--- src/rtl/bank_pkg.sv ---
// Package bank_pkg
// Mode codes and the mapping from (mode, architectural index) to a
// physical word slot. Assumes a 3-bit mode and a 4-bit index.
package bank_pkg;
    typedef enum logic [2:0] {
        M_USR = 3'd0, M_FIQ = 3'd1, M_IRQ = 3'd2, M_SVC = 3'd3,
        M_ABT = 3'd4, M_UND = 3'd5, M_SYS = 3'd6, M_RSV = 3'd7
    } mode_e;

    localparam int IDX_W    = 4;
    localparam int MODE_W   = 3;
    localparam int SHARED_N = 15;               // user r0..r14
    localparam int PC_SLOT  = 15;
    localparam int FAST_N   = 7;                // fast-interrupt private bank
    localparam int PAIR_N   = 4;                // modes with a private pair
    localparam int PHYS_N   = SHARED_N + 1 + FAST_N + 2 * PAIR_N;   // 31
    localparam int PHYS_W   = $clog2(PHYS_N);
    localparam int SAVED_N  = 5;
    localparam int SAVED_W  = $clog2(SAVED_N);

    // Physical slots: 0..14 shared, 15 pc, 16..22 fast bank,
    // 23..30 private pairs in mode-code order 2,3,4,5.
    function automatic logic [PHYS_W-1:0] phys_slot(logic [MODE_W-1:0] m,
                                                    logic [IDX_W-1:0]  idx);
        logic [2:0] pair;
        pair = m - 3'd2;
        if (idx == 4'd15)
            return PHYS_W'(PC_SLOT);
        if (m == M_FIQ && idx >= 4'd8)
            return 5'd16 + {2'b00, idx[2:0]};
        if ((m == M_IRQ || m == M_SVC || m == M_ABT || m == M_UND) && idx >= 4'd13)
            return 5'd23 + {1'b0, pair, 1'b0} + {4'b0000, ~idx[0]};
        return {1'b0, idx};
    endfunction

    function automatic logic has_saved(logic [MODE_W-1:0] m);
        return (m >= 3'd1) && (m <= 3'd5);
    endfunction
endpackage

--- src/rtl/bank_map.sv ---
// Module bank_map
// Combinational translation of one architectural index into a physical
// slot under the given mode. Assumes mode codes from bank_pkg.
module bank_map
    import bank_pkg::*;
(
    input  logic [MODE_W-1:0] mode,
    input  logic [IDX_W-1:0]  idx,
    output logic [PHYS_W-1:0] slot
);
    // Translate index to slot
    always_comb slot = phys_slot(mode, idx);
endmodule

--- src/rtl/gp_store.sv ---
// Module gp_store
// Flat array of general-purpose and program-counter words. It has NUM_RD
// combinational read ports and one write port that takes effect at the
// clock edge, so a read in the write cycle sees the old word.
// Assumes slots arrive already translated and in range.
module gp_store #(
    parameter int DATA_W = 32,
    parameter int DEPTH  = 31,
    parameter int NUM_RD = 2,
    localparam int AW    = $clog2(DEPTH)
) (
    input  logic                       clk,
    input  logic                       rst_n,
    input  logic                       we,
    input  logic [AW-1:0]              waddr,
    input  logic [DATA_W-1:0]          wdata,
    input  logic [NUM_RD-1:0][AW-1:0]  raddr,
    output logic [NUM_RD-1:0][DATA_W-1:0] rdata
);
    logic [DATA_W-1:0] mem [DEPTH];

    // Clear on reset, otherwise store one word per enabled cycle
    always_ff @(posedge clk) begin
        if (!rst_n) begin
            for (int i = 0; i < DEPTH; i++) mem[i] <= '0;
        end else if (we) begin
            mem[waddr] <= wdata;
        end
    end

    for (genvar p = 0; p < NUM_RD; p++) begin : g_rd
        // Asynchronous read of port p
        always_comb rdata[p] = mem[raddr[p]];
    end
endmodule

--- src/rtl/status_store.sv ---
// Module status_store
// Current status word plus one saved status word per exception mode.
// The saved port addresses the current mode's word. Modes without a saved
// word read zero and drop writes. Assumes mode codes from bank_pkg.
module status_store
    import bank_pkg::*;
#(
    parameter int DATA_W     = 32,
    parameter int RESET_MODE = 3
) (
    input  logic              clk,
    input  logic              rst_n,
    input  logic [MODE_W-1:0] mode,
    input  logic              cur_we,
    input  logic [DATA_W-1:0] cur_wdata,
    output logic [DATA_W-1:0] cur_st,
    input  logic              saved_we,
    input  logic [DATA_W-1:0] saved_wdata,
    output logic [DATA_W-1:0] saved_rdata
);
    logic [DATA_W-1:0]  saved_q [SAVED_N];
    logic [SAVED_W-1:0] sel;
    logic               valid;

    // Pick the saved word owned by the current mode
    always_comb begin
        valid = has_saved(mode);
        sel   = SAVED_W'(mode - 3'd1);
    end

    // Current status register with reset mode value
    always_ff @(posedge clk) begin
        if (!rst_n)      cur_st <= DATA_W'(RESET_MODE);
        else if (cur_we) cur_st <= cur_wdata;
    end

    // Saved status words, written only in modes that own one
    always_ff @(posedge clk) begin
        if (!rst_n) begin
            for (int i = 0; i < SAVED_N; i++) saved_q[i] <= '0;
        end else if (saved_we && valid) begin
            saved_q[sel] <= saved_wdata;
        end
    end

    // Saved read: zero when the mode has no saved word
    always_comb saved_rdata = valid ? saved_q[sel] : '0;
endmodule

--- src/rtl/banked_regfile.sv ---
// Module banked_regfile
// Top of the mode-banked register file. Every architectural index
// goes through its own bank_map, then into gp_store. Status words live in
// status_store. Assumes the caller keeps mode steady for the whole cycle.
module banked_regfile
    import bank_pkg::*;
#(
    parameter int DATA_W     = 32,
    parameter int RESET_MODE = 3
) (
    input  logic              clk,
    input  logic              rst_n,
    input  logic [2:0]        mode,
    input  logic [3:0]        rd_a_idx,
    output logic [DATA_W-1:0] rd_a_data,
    input  logic [3:0]        rd_b_idx,
    output logic [DATA_W-1:0] rd_b_data,
    input  logic              wr_en,
    input  logic [3:0]        wr_idx,
    input  logic [DATA_W-1:0] wr_data,
    input  logic              cur_we,
    input  logic [DATA_W-1:0] cur_wdata,
    output logic [DATA_W-1:0] cur_st,
    input  logic              saved_we,
    input  logic [DATA_W-1:0] saved_wdata,
    output logic [DATA_W-1:0] saved_rdata
);
    localparam int NUM_RD = 2;

    logic [NUM_RD-1:0][IDX_W-1:0]  rd_idx;
    logic [NUM_RD-1:0][PHYS_W-1:0] rd_slot;
    logic [NUM_RD-1:0][DATA_W-1:0] rd_data;
    logic [PHYS_W-1:0]             wr_slot;

    // Gather read indices and spread read data
    always_comb begin
        rd_idx[0] = rd_a_idx;
        rd_idx[1] = rd_b_idx;
        rd_a_data = rd_data[0];
        rd_b_data = rd_data[1];
    end

    for (genvar p = 0; p < NUM_RD; p++) begin : g_rmap
        bank_map u_rmap (.mode(mode), .idx(rd_idx[p]), .slot(rd_slot[p]));
    end

    bank_map u_wmap (.mode(mode), .idx(wr_idx), .slot(wr_slot));

    gp_store #(.DATA_W(DATA_W), .DEPTH(PHYS_N), .NUM_RD(NUM_RD)) u_gp (
        .clk(clk), .rst_n(rst_n), .we(wr_en), .waddr(wr_slot),
        .wdata(wr_data), .raddr(rd_slot), .rdata(rd_data)
    );

    status_store #(.DATA_W(DATA_W), .RESET_MODE(RESET_MODE)) u_st (
        .clk(clk), .rst_n(rst_n), .mode(mode),
        .cur_we(cur_we), .cur_wdata(cur_wdata), .cur_st(cur_st),
        .saved_we(saved_we), .saved_wdata(saved_wdata), .saved_rdata(saved_rdata)
    );
endmodule

--- config.mk ---
export PLATFORM = sky130hd
export DESIGN_NAME = banked_regfile
export DESIGN_NICKNAME = d
export VERILOG_FILES = /design/src/rtl/bank_pkg.sv /design/src/rtl/bank_map.sv /design/src/rtl/gp_store.sv /design/src/rtl/status_store.sv /design/src/rtl/banked_regfile.sv
export SDC_FILE = /design/constraint.sdc
export NUM_CORES = 2
export LEC_CHECK = 0
export BUFFER_PORTS_ARGS = -buffer_cell sky130_fd_sc_hd__buf_2
export CAP_MARGIN = 40
export CORE_ASPECT_RATIO = 2
export CORE_MARGIN = 2
export CORE_UTILIZATION = 36
export DETAILED_ROUTE_END_ITERATION = 10
export GPL_TIMING_DRIVEN = 1
export PLACE_DENSITY = 0.49
export SLEW_MARGIN = 20
export SYNTH_ARGS = -nofsm -noshare
export SYNTH_HDL_FRONTEND = slang
export SYNTH_SLANG_ARGS = --single-unit
--- constraint.sdc ---
create_clock -name clk -period 9.14 [get_ports clk]
set_clock_uncertainty 0.05 [all_clocks]
set_input_delay 1.828 -clock clk [delete_from_list [all_inputs] [get_ports clk]]
set_output_delay 1.828 -clock clk [all_outputs]
set_load 0.01 [all_outputs]
==> results.json <==
{
  "yosys.area.top_type": "edfxtp_1",
  "layout_setup_ws_ns": 0.415,
  "cts_htree_levels": 4,
  "multi_input_area_um2": 28100,
  "critPathKind": "primary input to output port",
  "synthArstFlopShare": 0,
  "portBuffers": 243,
  "drt_iter0_drc": 6379,
  "final_common_cell": "edfxtp_1",
  "fill_cells": 18105,
  "p_leak_nw": 28.6,
  "postSynthCellCount": 5943,
  "grt-ovfl-total": 0,
  "tightest_slew_ns": 0.983,
  "drv_slew": 0,
  "path_clk_slew_ns": 0.05,
  "slew-limit-headroom": 0.343,
  "p_per_area_nw_per_um2": 192,
  "netlist_top_cells_area": "edfxtp_1 56%, and2_1 10%, mux4_2 7.0%, nand2_1 5.9%, mux2i_1 2.9%",
  "synth_top_area_frac": 0.557,
  "syn2layout_area_growth_pct": 14.3,
  "preCtsSetupSlack_ns": 0.645,
  "place_hpwl_um": 213000,
  "ys_types": 84,
  "clock_latency_ns": 0.78,
  "synth.avg_cell_area_um2": 11.6,
  "fp.dieH_um": 623,
  "grt_antenna_before_repair": 51,
  "postLayoutCoreUtil": 0.413,
  "post_cts_resized": 0,
  "ir_worst_vdd_mv": 0.152,
  "ys_seq_elements": 1312,
  "ant_nets": 0,
  "total_power_mw": 15.1,
  "grt_max_degree": 94,
  "finalCriticalPeriod_ns": 8.72,
  "start_util": 0.361,
  "cts_made_buffers": 140,
  "seqCellArea_um2": 39100,
  "clock-sinks": 1312,
  "vias_per_cell": 6.07,
  "die_w_um": 313,
  "route.detailed.wl_per_inst_um": 36.3,
  "ys_seq_area_frac": 0.567,
  "drc": 0,
  "via_count": 52905,
  "grt_setup_unrepaired": "false",
  "cts_setup_buffers": 0,
  "setup_viol": 0,
  "layout_common_cells": "1,280 x edfxtp_1, 1,156 x and2_1, 1,080 x nand2_1",
  "grt_usage": 0.318,
  "grt_pass1_wl_um": 430000,
  "status": "finished clean",
  "end_kind": "output port",
  "worstPathArrival_ns": 6.85,
  "routed_wirelength_um": 316000,
  "required_ns": 7.26,
  "yosys_most_used_dff": "edfxtp_1",
  "fmax_mhz": 115,
  "first_pass_iters": 6,
  "syn_nets": 6070,
  "hp-class": "register to register",
  "coreArea_um2": 191000,
  "fin_setup_tns_ns": 0,
  "start_kind": "primary input",
  "yosys_warnings": 0,
  "root_buffer": "clkbuf_16",
  "io_pins": 244,
  "die-area_um2": 195000,
  "cts_tree": "done",
  "grt_pass1_vias": 52649,
  "synth_edf_count": 1280,
  "finalCritPeriodShare": 0.955,
  "gp_congestion": 0.951,
  "drv_cap": 0,
  "rows": 227,
  "drive_above_1_share": 0.177,
  "nNetsFinal": 6196,
  "timing_hold_violations_final": 0,
  "rrSetupSlack_ns": 8.47,
  "cts_hold_repair.buffers": 0,
  "path_max_fanout": 28,
  "netlist_area_um2": 68900,
  "clockBufferDepth": 4
}
per-stage QoR:
stage | cell area [um^2] | hold slack (ns) | cells
after global routing | 78800 | 0.463 | 8694
after CTS | 78700 | 0.433 | 8677
after detailed placement | 74400 | 0.419 | 8440
final | 78800 | 0.431 | 8713
after global placement | 73900 | 0.402 | 8407
after floorplan | 68900 | 0.463 | 5943
final cells by class:
class | instances | area share
Timing Repair Buffer | 548 | 0.0516
Clock buffer | 172 | 0.0473
Multi-Input combinational cell | 4057 | 0.357
Sequential cell | 1312 | 0.496
Inverter | 10 | 0.000635
Antenna cell | 30 | 0.000952
Tap cell | 2519 | 0.0400
Clock inverter | 65 | 0.00687
power by group:
part	total, mW	internal [mW]	leakage (nW)	switching, mW
Combinational	2.42	0.742	14.1	1.68
Sequential	7.08	6.92	12.4	0.168
Clock	5.64	3.15	2.10	2.49
final timing paths:
check | start | to | cells after the start
worst min-delay path | u_st.cur_st[1] | u_st.cur_st[1] | 2
worst min register to register | u_st.cur_st[1] | u_st.cur_st[1] | 2
worst max register to register | u_st.cur_st[1] | u_st.cur_st[1] | 2
worst max-delay path | mode[1] | rd_b_data[22] | 13
critical path: stages:
cell	delay (ns)
buf_2	0.22
inv_1	0.17
ha_1	0.52
and3_1	0.44
nand3_2	0.20
o21a_4	0.63
buf_12	0.32
buf_4	0.26
mux4_2	0.36
a22o_1	0.32
a31oi_1	0.65
o2111ai_1	0.56
buf_2	0.33
sequential cells by signal, summed over array words and instances, names as in the netlist:
register,flops
u_st.cur_st,32
u_st.saved_q,256
u_gp.mem,1024
cells by family after synthesis:
kind of cell    Yosys count  synth area share
flops                  1312             0.567
fa+ha+maj                11           0.00200
simple gates           2893             0.216
compound gates          720            0.0750
xor+xnor                 12           0.00163
mux                     421             0.100
buf+inv                 574            0.0381
cells in the mapped netlist (94+ instances only):
library cell,instances
mux2i_1,197
a31oi_1,123
mux4_2,214
nand3_1,209
nand2_1,1080
nor2_1,94
edfxtp_1,1280
a21oi_1,106
and3_1,155
and2_1,1156
buf_2,142
clkbuf_1,332
routing by layer:
layer  up-vias  wire length, um  GRT usage
li1      21927                -          -
met1     26816           104000      0.342
met2      3140           155000      0.540
met3       997            26700     0.0656
met4        25            30500      0.258
met5         -              221          0
Note: power is estimated with default switching activity, not from simulation.
